$ cat config.mk
export PLATFORM = sky130hd
export DESIGN_NAME = strobed_reg_slave
export DESIGN_NICKNAME = d
export VERILOG_FILES = /design/src/rtl/strb_pkg.sv /design/src/rtl/strb_seq.sv /design/src/rtl/strb_regs.sv /design/src/rtl/strobed_reg_slave.sv
export SDC_FILE = /design/constraint.sdc
export NUM_CORES = 1
export LEC_CHECK = 0
export BUFFER_PORTS_ARGS = -buffer_cell sky130_fd_sc_hd__buf_2
export CAP_MARGIN = 20
export CORE_AREA = 2 2 118 120
export DETAILED_ROUTE_END_ITERATION = 12
export DIE_AREA = 0 0 120 122
export HOLD_SLACK_MARGIN = 0.02
export PLACE_DENSITY_LB_ADDON = 0.3
export SYNTH_ARGS = -nofsm -noshare
export SYNTH_HDL_FRONTEND = slang
export SYNTH_SLANG_ARGS = --single-unit
export TNS_END_PERCENT = 5
$ cat constraint.sdc
create_clock -name clk -period 2.7 [get_ports clk]
set_input_delay 0.54 -clock clk [delete_from_list [all_inputs] [get_ports clk]]
set_output_delay 0.54 -clock clk [all_outputs]
set_load 0.1 [all_outputs]
$ cat src/rtl/strb_pkg.sv
package strb_pkg;
    localparam int BUS_W  = 16;
    localparam int BYTE_W = 8;

    typedef enum logic [1:0] {
        S_IDLE,
        S_READ,
        S_WRITE,
        S_DONE
    } bus_state_e;
endpackage

$ cat src/rtl/strb_seq.sv
module strb_seq
    import strb_pkg::*;
#(
    parameter int ADDR_W = 4
) (
    input  logic              clk,
    input  logic              rst_n,
    input  logic              cs_n,
    input  logic              as_n,
    input  logic              wr_rd,
    input  logic [ADDR_W-1:0] addr,
    output logic [ADDR_W-1:0] addr_q,
    output logic              rd_active,
    output logic              wr_en,
    output logic              prot_err
);
    bus_state_e state, state_nx;
    logic       do_load, do_exec;

    assign do_load = !cs_n && !as_n;
    assign do_exec = !cs_n &&  as_n;

    // Next-state decision: LOAD, then ABORT, then EXEC.
    always_comb begin
        state_nx = state;
        if (do_load) begin
            state_nx = wr_rd ? S_WRITE : S_READ;
        end else if (cs_n) begin
            state_nx = S_IDLE;
        end else begin
            unique case (state)
                S_IDLE:  state_nx = S_DONE;
                S_READ:  state_nx = S_DONE;
                S_WRITE: state_nx = S_DONE;
                S_DONE:  state_nx = S_DONE;
            endcase
        end
    end

    // State register
    always_ff @(posedge clk) begin
        if (!rst_n) state <= S_IDLE;
        else        state <= state_nx;
    end

    // Outputs and captured address
    always_ff @(posedge clk) begin
        if (!rst_n) begin
            addr_q   <= '0;
            prot_err <= 1'b0;
        end else begin
            if (do_load) addr_q <= addr;
            prot_err <= (state == S_DONE) && do_exec;
        end
    end

    assign rd_active = (state == S_READ);
    assign wr_en     = (state == S_WRITE) && do_exec;

    p_load_r2: assert property (@(posedge clk) disable iff (!rst_n)
        (!cs_n && !as_n) |=> (addr_q == $past(addr)));

    p_hold_r2: assert property (@(posedge clk) disable iff (!rst_n)
        !(!cs_n && !as_n) |=> $stable(addr_q));

    p_double_exec_r8: assert property (@(posedge clk) disable iff (!rst_n)
        prot_err |-> ($past(!cs_n && as_n) && $past(!cs_n && as_n, 2)));
endmodule

$ cat src/rtl/strb_regs.sv
module strb_regs
    import strb_pkg::*;
#(
    parameter int ADDR_W = 4
) (
    input  logic              clk,
    input  logic              rst_n,
    input  logic              wr_en,
    input  logic [ADDR_W-1:0] addr_q,
    input  logic              byte_mode,
    input  logic [BUS_W-1:0]  wdata,
    input  logic [BUS_W-1:0]  event_set,
    output logic [BUS_W-1:0]  rdata,
    output logic              irq_req
);
    localparam int IDX_W      = ADDR_W - 1;
    localparam int NREG       = 1 << IDX_W;
    localparam int STATUS_IDX = 0;
    localparam int ENABLE_IDX = 1;

    logic [BUS_W-1:0] regs [NREG];
    logic [IDX_W-1:0] idx;
    logic             hi_lane;
    logic [BUS_W-1:0] wmask, wval, word;

    assign idx     = addr_q[ADDR_W-1:1];
    assign hi_lane = addr_q[0];
    assign wmask   = !byte_mode ? {BUS_W{1'b1}}
                   : (hi_lane ? {{BYTE_W{1'b1}}, {BYTE_W{1'b0}}}
                              : {{BYTE_W{1'b0}}, {BYTE_W{1'b1}}});
    assign wval    = byte_mode ? {2{wdata[BYTE_W-1:0]}} : wdata;

    always_ff @(posedge clk) begin
        if (!rst_n) begin
            for (int i = 0; i < NREG; i++) regs[i] <= '0;
        end else begin
            for (int i = 0; i < NREG; i++) begin
                if (i == STATUS_IDX) begin
                    if (wr_en && idx == IDX_W'(i))
                        regs[i] <= (regs[i] & ~(wval & wmask)) | event_set;
                    else
                        regs[i] <= regs[i] | event_set;
                end else if (wr_en && idx == IDX_W'(i)) begin
                    regs[i] <= (regs[i] & ~wmask) | (wval & wmask);
                end
            end
        end
    end

    assign word    = regs[idx];
    assign rdata   = !byte_mode ? word
                   : {{BYTE_W{1'b0}}, (hi_lane ? word[BUS_W-1:BYTE_W] : word[BYTE_W-1:0])};
    assign irq_req = |(regs[STATUS_IDX] & regs[ENABLE_IDX]);

    p_no_stray_write_r3: assert property (@(posedge clk) disable iff (!rst_n)
        !wr_en |=> $stable(regs[ENABLE_IDX]));
endmodule

$ cat src/rtl/strobed_reg_slave.sv
module strobed_reg_slave
    import strb_pkg::*;
#(
    parameter int ADDR_W = 4
) (
    input  logic              clk,
    input  logic              rst_n,
    input  logic              cs_n,
    input  logic              as_n,
    input  logic              wr_rd,
    input  logic              byte_mode,
    input  logic              oe_n,
    input  logic [ADDR_W-1:0] addr,
    input  logic [15:0]       data_in,
    output logic [15:0]       data_out,
    output logic              data_oe,
    input  logic [15:0]       event_set,
    output logic              irq_pull,
    output logic              prot_err
);
    logic [ADDR_W-1:0] addr_q;
    logic              rd_active, wr_en;
    logic [BUS_W-1:0]  rdata;

    strb_seq #(.ADDR_W(ADDR_W)) u_seq (
        .clk       (clk),
        .rst_n     (rst_n),
        .cs_n      (cs_n),
        .as_n      (as_n),
        .wr_rd     (wr_rd),
        .addr      (addr),
        .addr_q    (addr_q),
        .rd_active (rd_active),
        .wr_en     (wr_en),
        .prot_err  (prot_err)
    );

    strb_regs #(.ADDR_W(ADDR_W)) u_regs (
        .clk       (clk),
        .rst_n     (rst_n),
        .wr_en     (wr_en),
        .addr_q    (addr_q),
        .byte_mode (byte_mode),
        .wdata     (data_in),
        .event_set (event_set),
        .rdata     (rdata),
        .irq_req   (irq_pull)
    );

    // oe_n gates the pad enable without a register in the path.
    assign data_oe  = !oe_n && rd_active;
    assign data_out = rd_active ? rdata : '0;

    p_oe_after_read_load_r4: assert property (@(posedge clk) disable iff (!rst_n)
        data_oe |-> $past(!cs_n && !as_n && !wr_rd));

    p_oe_gate_r5: assert property (@(posedge clk) disable iff (!rst_n)
        oe_n |-> !data_oe);
endmodule

==> summary.md, run 1 <==
| Metric | Value |
|---|---|
| Clock sinks | 138 |
| Ys Warns | 0 |
| Drt first pass iters | 8 |
| Post-layout minimum cycle time | 2.79 ns |
| Starting Density | 52.1% |
| DR WL/cell | 22.9 um |
| Die Y | about 120 um |
| RSZ-0062 raised after global routing | yes |
| Vias per std cell | 6.27 |
| Reg clk slew, reported paths | 0.05 ns |
| DIE AREA | 14,600 um2 |
| NumNets Final | about 760 |
| Vias in the first global route | 5,447 |
| Clock latency on the worst-skew pair | between 0.4 and 0.5 ns |
| Largest net degree at the start of global routing | 59 |
| Leakage Power | a little over 3 nW |
| Area of the mapped netlist | 7040 um2 |
| Clock buffer count from CTS | 17 |
| Yosys cell types | 35 |
| Critical path class | flop to output pin |
| Slew HR | 41.7% |
| MaxCap Viol Count | 0 |
| DP HPWL | 13.3 mm |
| N_diodes | 0 |
| Syn Area/Cell | 11.4 um2 |
| Failing checks | setup timing |
| Leading cell type in the layout, fill and taps excluded | nand2_1 |
| Actual slew at the worst max-slew pin | just under 0.9 ns |
| Routed Antenna Nets | 0 |
| Placed insts | 862 |
| Pwr dens | between 600 and 700 nW/um2 |
| Layout area overhead | 25.4% |
| Max Clk Rate | 358 MHz |
| DRC Markers | 0 |
| Synth Area in XOR/XNOR | 0% |
| Sequential-to-total area share from yosys stat | 57.5% |
| Largest family of logic cells by synthesized area | compound AO/OA/AOI/OAI gates |
| Startpoint Class | flop |
| Setup Skew | approximately 0.0051 ns |
| Total wire length | 20.7 mm |
| Hold-fix buffers at CTS | 0 |
| Placer Congestion | 0.852 |
| Final setup margin | -0.0904 ns |
| Simple-Gate Fraction of Synth Area | roughly an eighth |
| First-pass GRT wire length | 31.2 mm |
| Initial DRC count | between 700 and 800 |
| Most frequent cells in the layout | nand2_1 (130), edfxtp_1 (128), a21oi_1 (103), buf_2 (45), a21boi_0 (36) |
| Final core utilization | 65.4% |
| Status | finished, violations left |
| Clock Tree Root | clkbuf_16 |
| Depth of the CTS H-tree | 4 |
| Layout Cells excl Fill | roughly 900 |
| Layout cells sized above 1 | 25.6% |
| Hold slack | about 0.32 ns |
| Core area | 13,500 um2 |
| Initial antenna violation count | 0 |
| Overflow after GRT | 0 |
| Adder-cell area share of the yosys netlist | 0% |
| Worst Setup End Kind | output pin |
| Compound-gate portion of the synthesized area | 15.7% |
| Fin Setup TNS | -0.632 ns |
| CP max FO | 6 |
| Hold WC Path Type | primary input to flop |
| Crit path DAT | between 2 and 2.5 ns |
| Routed via count | 5,681 |
| Post-Syn Instances | 617 |
| VDD IR-drop max | 0.448 mV |
| Crit path required time | 2.16 ns |
| IO Count | 62 |
| CTS tree | done |
| Row count | 43 |
| Die width | 120 um |
| Final Hold Viols | 0 |
| Mux cell area share after synthesis | about an eighth |
| Final setup fails | 13 |
| Clock Path Buffers | 2 |
| # port buffers | 61 |
| Final worst path period share | 103% |
| Count of final max-slew check failures | 0 |
| GR Util All Layers | 29.3% |
| Synthesized flop and latch total | between 100 and 150 |
worst max-delay path, cell delays in order (launching register included):
cell,delay [ns]
dfxtp_4,0.40
buf_12,0.15
buf_4,0.11
mux4_2,0.53
mux2i_4,0.23
buf_4,0.15
nor2_1,0.05
buf_12,0.18
cell usage after synthesis:
cell        n  area [um2]
conb_1      1        3.75
a22oi_1     6        45.0
buf_1       2        7.51
nor2b_1    14        87.6
edfxtp_1  128        3840
nand2_4     1        11.3
a22o_1      4        35.0
a21oi_2     1        8.76
a221oi_1    4        35.0
inv_1       1        3.75
nand2_1   132         495
o22ai_1     8        50.1
nor2_1     30         113
dfxtp_1    10         200
buf_4       1        7.51
or4_4       1        11.3
nand3_1     4        20.0
nor3_4      1        16.3
clkbuf_1   23        86.3
nor4_2      1        12.5
a21boi_0   36         270
mux2i_1    25         250
o31ai_1     1        7.51
and2_1      2        12.5
a31oi_1     1        6.26
nand2b_1    4        25.0
o21ai_0    26         130
a21oi_1   103         515
buf_6       4        45.0
nand4_1     2        12.5
nor3_1      1        5.00
buf_2      11        55.1
mux4_2     26         586
nor4b_2     1        15.0
nand4b_1    1        8.76
power breakdown:
group | switching, mW | internal (mW)
logic | 0.400 | 0.261
registers | 0.0756 | 2.44
clock network | 0.853 | 1.33
total | 1.33 | 4.03
metal layers:
metal	up-vias	wire [um]	global-route usage [%]	part of all wire, %
met4	0	687	12.6	3.3
li1	2479	-	-	-
met3	63	2450	8.75	12
met1	2702	7770	38.0	38
met2	437	9800	46.1	47
met5	-	0	0	0
layout make-up:
class,instances,area (um2)
clock buffers,20,437
clock inverters,12,106
fillers,988,4680
inverters,1,3.75
multi-input cells,452,3010
flip-flops and latches,138,4050
well taps,180,225
repair buffers,103,996
flip-flops by register name, indices dropped and copies added (netlist names), named ones only:
register	cells
u_seq.prot_err	1
u_regs.regs	128
u_seq.addr_q	4
u_seq.state	2
cells by family after synthesis:
| group | count (synthesis) |
|---|---|
| and+or+nand+nor | 195 |
| muxes | 51 |
| other | 1 |
| DFF | 138 |
| AOI/OAI and AO/OA | 190 |
| buffers and inverters | 42 |
stage by stage:
| stage | instance area, um2 | power, mW | setup WS [ns] |
|---|---|---|---|
| floorplan | 7100 | 2.90 | -0.478 |
| global placement | 7960 | 3.12 | 0.216 |
| detailed placement | 7960 | 3.14 | 0.214 |
| CTS | 8780 | 5.34 | -0.0952 |
| global route | 8830 | 5.49 | -0.141 |
| finish | 8830 | 5.36 | -0.0904 |
worst paths after layout:
| kind | cells after the start | from | slack [ns] | to |
|---|---|---|---|---|
| worst max register to register | 6 | u_seq.addr_q[0] | 0.63 | u_regs.regs[0][8] |
| worst max-delay path | 7 | flop | -0.09 | data_out[11] |
| worst min register to register | 2 | u_seq.state[0] | 0.54 | u_seq.prot_err |
| worst min-delay path | 2 | wr_rd | 0.32 | u_seq.state[0] |
what timing repair did:
action                                  in CTS  in global routing
gates resized for setup                     29                 10
pin swaps                                    5                  7
buffers inserted                             7                  3
endpoints found under the setup margin      14                 16
gates cloned                                 2                  0
No activity file was read; power rests on OpenSTA's default activity.
==> inputs of run 2 (changes only) <==
--- a/config.mk
+++ b/config.mk
@@ -7,12 +7,13 @@
 export LEC_CHECK = 0
 export BUFFER_PORTS_ARGS = -buffer_cell sky130_fd_sc_hd__buf_2
 export CAP_MARGIN = 20
-export CORE_AREA = 2 2 118 120
+export CORE_AREA = 2 2 120 122
 export DETAILED_ROUTE_END_ITERATION = 12
-export DIE_AREA = 0 0 120 122
+export DIE_AREA = 0 0 122 124
 export HOLD_SLACK_MARGIN = 0.02
 export PLACE_DENSITY_LB_ADDON = 0.3
 export SYNTH_ARGS = -nofsm -noshare
 export SYNTH_HDL_FRONTEND = slang
+export SYNTH_HIERARCHICAL = 1
 export SYNTH_SLANG_ARGS = --single-unit
 export TNS_END_PERCENT = 5
==> run 2 against run 1 <==
- area after synthesis is 3.9% higher
- the flow still finishes with violations (setup timing)
- core utilization is 0.67 points higher
- fmax is 0.29% higher
- via count is 5.9% higher
- critical path depth stayed put
- non-clock buffer count is 12 higher
- wire length is 8.8% higher
- clock skew is 0.0015 ns higher
- clock power is 6% higher
- first-iteration DRC count is 16% higher
- largest power group unchanged
- combinational power is 13% higher
==> summary.md, run 2 <==
| Metric | Value |
|---|---|
| Pwr dens | approximately 600 nW/um2 |
| Reg2reg end | u_regs/regs[0][12] |
| Most frequent cells in the layout | nand2_1 (137), edfxtp_1 (128), a21oi_1 (83), buf_2 (45), buf_4 (43) |
| Leakage Power | 3.25 nW |
| Largest register by flop count | u_regs/regs |
| Max reg flops | approximately 130 |
| Hold slack | 0.309 ns |
| Clock sinks | 135 |
| GR Util met2 | 46.7% |
| Top-area cell type share of the netlist area | 52.6% |
| Yosys cell types | 50 |
| Place WS | around 0.19 ns |
| Clock Path Buffers | 2 |
| Global routing met1 resource utilization | 39.6% |
| Worst r2r path cells | 5 |
| First-pass GRT wire length | 33.7 mm |
| Top cells by area, synth | edfxtp_1 (53%), nand2_1 (7.2%), a21oi_1 (6.1%), mux4_2 (4.3%), mux4_1 (3.6%) |
| Synth async-reset ratio | 0% |
| Total wire length | about 23 mm |
| Top Registers | u_regs/regs (128), u_seq/addr_q (4), u_seq/state (2) |
| Layout Cells excl Fill | 929 |
| Multi-input gate area | 3170 um2 |
| Die Y | 124 um |
| Hold Path End | u_seq/state[0] |
| Crit path DAT | 2.24 ns |
| Fin Setup TNS | -0.449 ns |
| Depth of the CTS H-tree | 4 |
| Initial DRC count | 914 |
| Syn Area/Cell | around 12 um2 |
| VDD IR-drop max | approximately 0.38 mV |
| Filler cells | 1,017 |
| Actual slew at the worst max-slew pin | slightly above 0.9 ns |
| Leading cell type in the layout, fill and taps excluded | nand2_1 |
| Logic pwr share | 13.5% |
| Clock Tree Root | clkbuf_16 |
| CP max FO | 6 |
| Final Hold Viols | 0 |
| Reg clk slew, reported paths | 0.06 ns |
| Vias per std cell | around 6.5 |
| Ys Warns | 6 |
| MaxCap Viol Count | 0 |
| Critical path class | flop to output pin |
| Starting Density | 53.3% |
| Synthesized flop and latch total | 135 |
| DR WL/cell | 24.2 um |
| Clock power share | 41.9% |
| Final worst path period share | 103% |
| R2r setup slk | 0.55 ns |
| Layout cells sized above 1 | 30.0% |
| Biggest area consumer among synthesized cells | edfxtp_1 |
| Clock buffer count from CTS | 17 |
| Layout area overhead | 23.9% |
| # port buffers | around 60 |
| Synth Flop Type | edfxtp_1 |
| Slew HR | ~39% |
| Worst r2r src | u_seq/addr_q[0] |
| CTS tree | done |
| Die width | 122 um |
| Crit path required time | 2.16 ns |
| Placed insts | 887 |
| Routed via count | approximately 6,000 |
| Final setup margin | -0.0824 ns |
| Met3 usage | 9.84% |
| RSZ-0062 raised after global routing | yes |
| N_diodes | 0 |
| Max Clk Rate | 359 MHz |
| Hold WC Path Type | primary input to flop |
| Final setup fails | 12 |
| Post-synth EDFFs | 128 |
| DIE AREA | 15,100 um2 |
| Internal power | 4.14 mW |
| DP HPWL | 14.6 mm |
| Post-Syn Instances | 632 |
| NumNets Final | between 700 and 800 |
| Sequential-to-total area share from yosys stat | a little over half |
| Drt first pass iters | 5 |
| DRC Markers | 0 |
| Core area | 13,700 um2 |
| Worst Hold Depth | 2 |
| Routed Antenna Nets | 0 |
| Largest net degree at the start of global routing | 57 |
| Clock latency on the worst-skew pair | 0.43 ns |
| Post-layout minimum cycle time | 2.78 ns |
| IO Count | 62 |
| GR Util All Layers | 30.6% |
| P_sw | ~1.4 mW |
| Status | finished, violations left |
| Hold_sp | wr_rd |
| Initial antenna violation count | 0 |
| Sw frac | 25.4% |
| Failing checks | setup timing |
| Row count | 43 |
| Overflow after GRT | 0 |
| Reg area | 3990 um2 |
| Count of final max-slew check failures | 0 |
| Sequential power share | between 40 and 50% |
| Startpoint Class | flop |
| Most frequent cells after synthesis | nand2_1 (141), edfxtp_1 (128), a21oi_1 (89) |
| Placer Congestion | 0.937 |
| Setup Skew | 0.00655 ns |
| Worst Setup End Kind | output pin |
| Area of the mapped netlist | ~7300 um2 |
| Vias in the first global route | 5,940 |
| GRT Max-Usage Layer | met2 |
| Most frequent cell after synthesis | nand2_1 |
==> run 2: cell count changes in the layout (fill, tap and decap cells not counted), moves of 11 or more <==
| cell | change |
|---|---|
| nor2_1 | -16 |
| buf_4 | +11 |
| o21a_1 | +32 |
| a21oi_1 | -20 |
| a21oi_2 | +13 |
| o21ai_0 | -19 |
==> run 2: what timing repair did <==
action / in CTS / in global routing
buffers inserted: 7 / 0
gates cloned: 4 / 0
pin swaps: 5 / 4
hold endpoints to repair: 0 / 0
setup endpoints to repair: 16 / 15
hold buffers: 0 / 0
resized for setup: 65 / 18
==> run 2: final cells by class <==
type / count / share of cell area [%]
clock buffers: 17 / 4.70
repair buffers: 115 / 11.9
well taps: 180 / 2.49
clock inverters: 15 / 1.78
flip-flops and latches: 135 / 44.1
inverters: 2 / 0.0829
multi-input cells: 465 / 35.0
==> run 2: critical path, stage by stage, from the launching register on <==
cell and delay [ns]:
dfxtp_4 0.41, buf_8 0.14, mux4_2 0.50, nor3b_1 0.16, a31oi_1 0.18, o21ai_1 0.10, and2_4 0.16, buf_12 0.16
==> run 2: stage by stage <==
| step | util, % | area [um2] | total power [mW] |
|---|---|---|---|
| global placement | 58.7 | 8060 | 3.13 |
| floorplan | - | 7370 | 2.91 |
| finish | 66.0 | 9060 | 5.55 |
| detailed placement | 58.7 | 8060 | 3.14 |
| global route | 66.0 | 9060 | 5.71 |
| CTS | 65.6 | 9000 | 5.53 |
==> run 2: logic make-up (layout without fill, tap and decap cells) <==
group / after synthesis / count (layout) / synth area share [%]
flops: 135 / 135 / 54.5
simple gates: 208 / 208 / 13.1
other cells: 1 / 16 / 0.0513
mux: 40 / 40 / 10.2
buf+inv: 47 / 149 / 4.74
compound gates: 201 / 201 / 17.5
==> run 2: worst max-delay path by stage <==
stage | start | endpoint | slack [ns] | cells after the start
final | u_seq/addr_q[2] | data_out[1] | -0.08 | 7
after global routing | u_seq/addr_q[2] | data_out[1] | -0.14 | 7
after floorplan | as_n | u_regs/regs[5][0] | -0.05 | 5
after detailed placement | u_seq/addr_q[1] | data_out[3] | 0.19 | 7
after CTS | u_seq/addr_q[2] | data_out[7] | -0.04 | 7
after global placement | u_seq/addr_q[2] | data_out[3] | 0.21 | 7
==> run 2: routing by layer <==
layer | wire, um | up-vias | share of wire, %
met5 | 0 | - | 0
met4 | 831 | 0 | 3.7
li1 | - | 2547 | -
met2 | 10500 | 465 | 47
met3 | 2880 | 72 | 13
met1 | 8280 | 2931 | 37
==> run 2: power by group through the flow <==
| stage | registers [mW] | logic, mW | clock network, mW |
|---|---|---|---|
| 2_1_floorplan | 2.48 | 0.434 | 0 |
| 3_3_place_gp | 2.50 | 0.624 | 0 |
| 3_5_place_dp | 2.51 | 0.635 | 0 |
| 4_1_cts | 2.47 | 0.719 | 2.34 |
| 5_1_grt | 2.48 | 0.786 | 2.44 |
| 6_report | 2.48 | 0.749 | 2.32 |
==> inputs of run 3 (changes only) <==
==> constraint.sdc (replaced) <==
create_clock -name clk -period 2.25 [get_ports clk]
set_input_delay 0.45 -clock clk [delete_from_list [all_inputs] [get_ports clk]]
set_output_delay 0.45 -clock clk [all_outputs]
set_load 0.1 [all_outputs]
==> run 3 against run 2 <==
- the run still ends with setup timing left
- final area is 3.5% higher
- combinational power is 28% higher
- sequential share of layout area is 1.5 points lower
- highest routed layer unchanged
==> summary.md, run 3 (synthesis gave the netlist of run 2 again) <==
| Metric | Value |
|---|---|
| Status | finished, violations left |
| Failing checks | setup timing |
| Depth of the CTS H-tree | 4 |
| Post-layout minimum cycle time | 2.71 ns |
| First-pass GRT wire length | ~34 mm |
| Overflow after GRT | 0 |
| Slew HR | about 40% |
| Max reg flops | roughly 130 |
| Final worst path period share | 121% |
| Top Registers | u_regs/regs (128), u_seq/addr_q (4), u_seq/state (2) |
| Max Clk Rate | approximately 370 MHz |
| CP startpoint | u_seq/addr_q[2] |
| GR Util All Layers | between 30% and 40% |
| Crit path required time | 1.80 ns |
| Core area | 13,700 um2 |
| Largest net degree at the start of global routing | between 50 and 60 |
| Routed via count | between 6,000 and 7,000 |
| Routed Antenna Nets | 0 |
| Clock sinks | 135 |
| DP Area | 8500 um2 |
| VDD IR-drop max | 0.479 mV |
| RSZ-0062 raised after global routing | yes |
| CP max FO | 8 |
| Pwr dens | just over 700 nW/um2 |
| Clock Tree Root | clkbuf_16 |
| Reg clk slew, reported paths | 0.06 ns |
| Internal power | around 4.9 mW |
| Hold-fix buffers at CTS | 0 |
| CTS tree | done |
| Hold_sp | wr_rd |
| DIE AREA | roughly 15,000 um2 |
| Setup Skew | 0.00971 ns |
| Leakage Power | approximately 3.4 nW |
| DP HPWL | roughly 16 mm |
| Layout cells sized above 1 | 33.5% |
| Clock buffer count from CTS | 17 |
| Worst r2r src | u_seq/addr_q[0] |
| N_diodes | 0 |
| MaxCap Viol Count | 0 |
| Drt first pass iters | 5 |
| Die Y | 124 um |
| Placer Congestion | 0.948 |
| Sw frac | 26.3% |
| Hold WC Path Type | primary input to flop |
| Worst Setup End Kind | output pin |
| Initial DRC count | between 800 and 900 |
| Clock latency on the worst-skew pair | 0.43 ns |
| Crit path DAT | 2.26 ns |
| Final setup margin | -0.461 ns |
| DRC Markers | 0 |
| Actual slew at the worst max-slew pin | 0.879 ns |
| Startpoint Class | flop |
| Count of final max-slew check failures | 0 |
| IO Count | 62 |
| Finished Cell Area | 9380 um2 |
| Most frequent cells in the layout | nand2_1 (139), edfxtp_1 (128), a21oi_1 (86), buf_4 (76), buf_2 (43) |
| Vias per std cell | 6.23 |
| Clock power share | between 40% and 50% |
| Die width | 122 um |
| Critical path class | flop to output pin |
| Initial antenna violation count | 0 |
| Total wire length | approximately 23 mm |
| Sequential power share | roughly 45% |
| Clock Path Buffers | 2 |
| # port buffers | 61 |
| Vias in the first global route | 5,991 |
| P_sw | 1.76 mW |
| Filler cells | 980 |
| NumNets Final | approximately 820 |
| DR WL/cell | 23.7 um |
| Largest register by flop count | u_regs/regs |
| Layout Cells excl Fill | 969 |
| Final Hold Viols | 0 |
| Final setup fails | 17 |
| Leading cell type in the layout, fill and taps excluded | nand2_1 |
| Logic pwr share | 14.4% |
| Layout area overhead | 28.3% |
| Placed insts | 932 |
| Row count | 43 |
| Starting Density | between 50% and 60% |
==> run 3: routing by layer <==
layer | track usage, % | wire, um | up-vias
met3 | 9.80 | 2580 | 54
li1 | - | - | 2631
met1 | 41.1 | 8950 | 2951
met4 | 11.1 | 578 | 0
met2 | 50.0 | 10800 | 401
met5 | 0 | 0 | -
==> run 3: final timing paths <==
path / end / cells after the start / slack (ns)
worst max register to register: u_regs/regs[0][13] / 6 / 0.28
worst min-delay path: u_seq/state[0] / 2 / 0.22
worst min register to register: u_seq/prot_err / 2 / 0.49
worst max-delay path: data_out[11] / 7 / -0.46
==> run 3: power by group through the flow <==
| stage | Combinational, mW | Clock (mW) | Sequential [mW] |
|---|---|---|---|
| CTS | 0.922 | 2.75 | 2.96 |
| detailed placement | 0.856 | 0 | 3.01 |
| global route | 1.00 | 2.86 | 2.98 |
| global placement | 0.840 | 0 | 3.00 |
| floorplan | 0.521 | 0 | 2.97 |
| finish | 0.958 | 2.74 | 2.97 |
==> run 3: critical path: stages, from the launching register on <==
cell and delay (ns):
dfxtp_4 0.44, buf_6 0.17, mux2_2 0.38, o221ai_1 0.20, a22o_1 0.22, nor2_1 0.07
and2_1 0.18, buf_6 0.19
==> run 3: final cells by class <==
class | instances | area, um2 | area share, %
inverters | 2 | 7.51 | 0.0800
clock buffers | 17 | 425 | 4.53
multi-input cells | 465 | 3160 | 33.6
repair buffers | 155 | 1420 | 15.2
flip-flops and latches | 135 | 3990 | 42.6
well taps | 180 | 225 | 2.40
clock inverters | 15 | 154 | 1.64
==> run 3: through the flow <==
| step | TNS, ns | util, % | total power, mW | setup WS, ns | hold slack, ns |
|---|---|---|---|---|---|
| detailed placement | -1.69 | 61.9 | 3.86 | -0.184 | 0.473 |
| global route | -7.39 | 68.4 | 6.84 | -0.502 | 0.233 |
| floorplan | -40.27 | - | 3.49 | -0.414 | 0.443 |
| CTS | -6.27 | 67.9 | 6.64 | -0.425 | 0.213 |
| finish | -6.45 | 68.4 | 6.67 | -0.461 | 0.222 |
| global placement | -1.19 | 61.9 | 3.84 | -0.132 | 0.458 |
==> run 3: what timing repair did <==
item	CTS	global route
endpoints found under the setup margin	17	17
endpoints found under the hold margin	0	0
buffers inserted	3	1
gates resized for setup	70	10
gates cloned	1	0
pin swaps	13	10
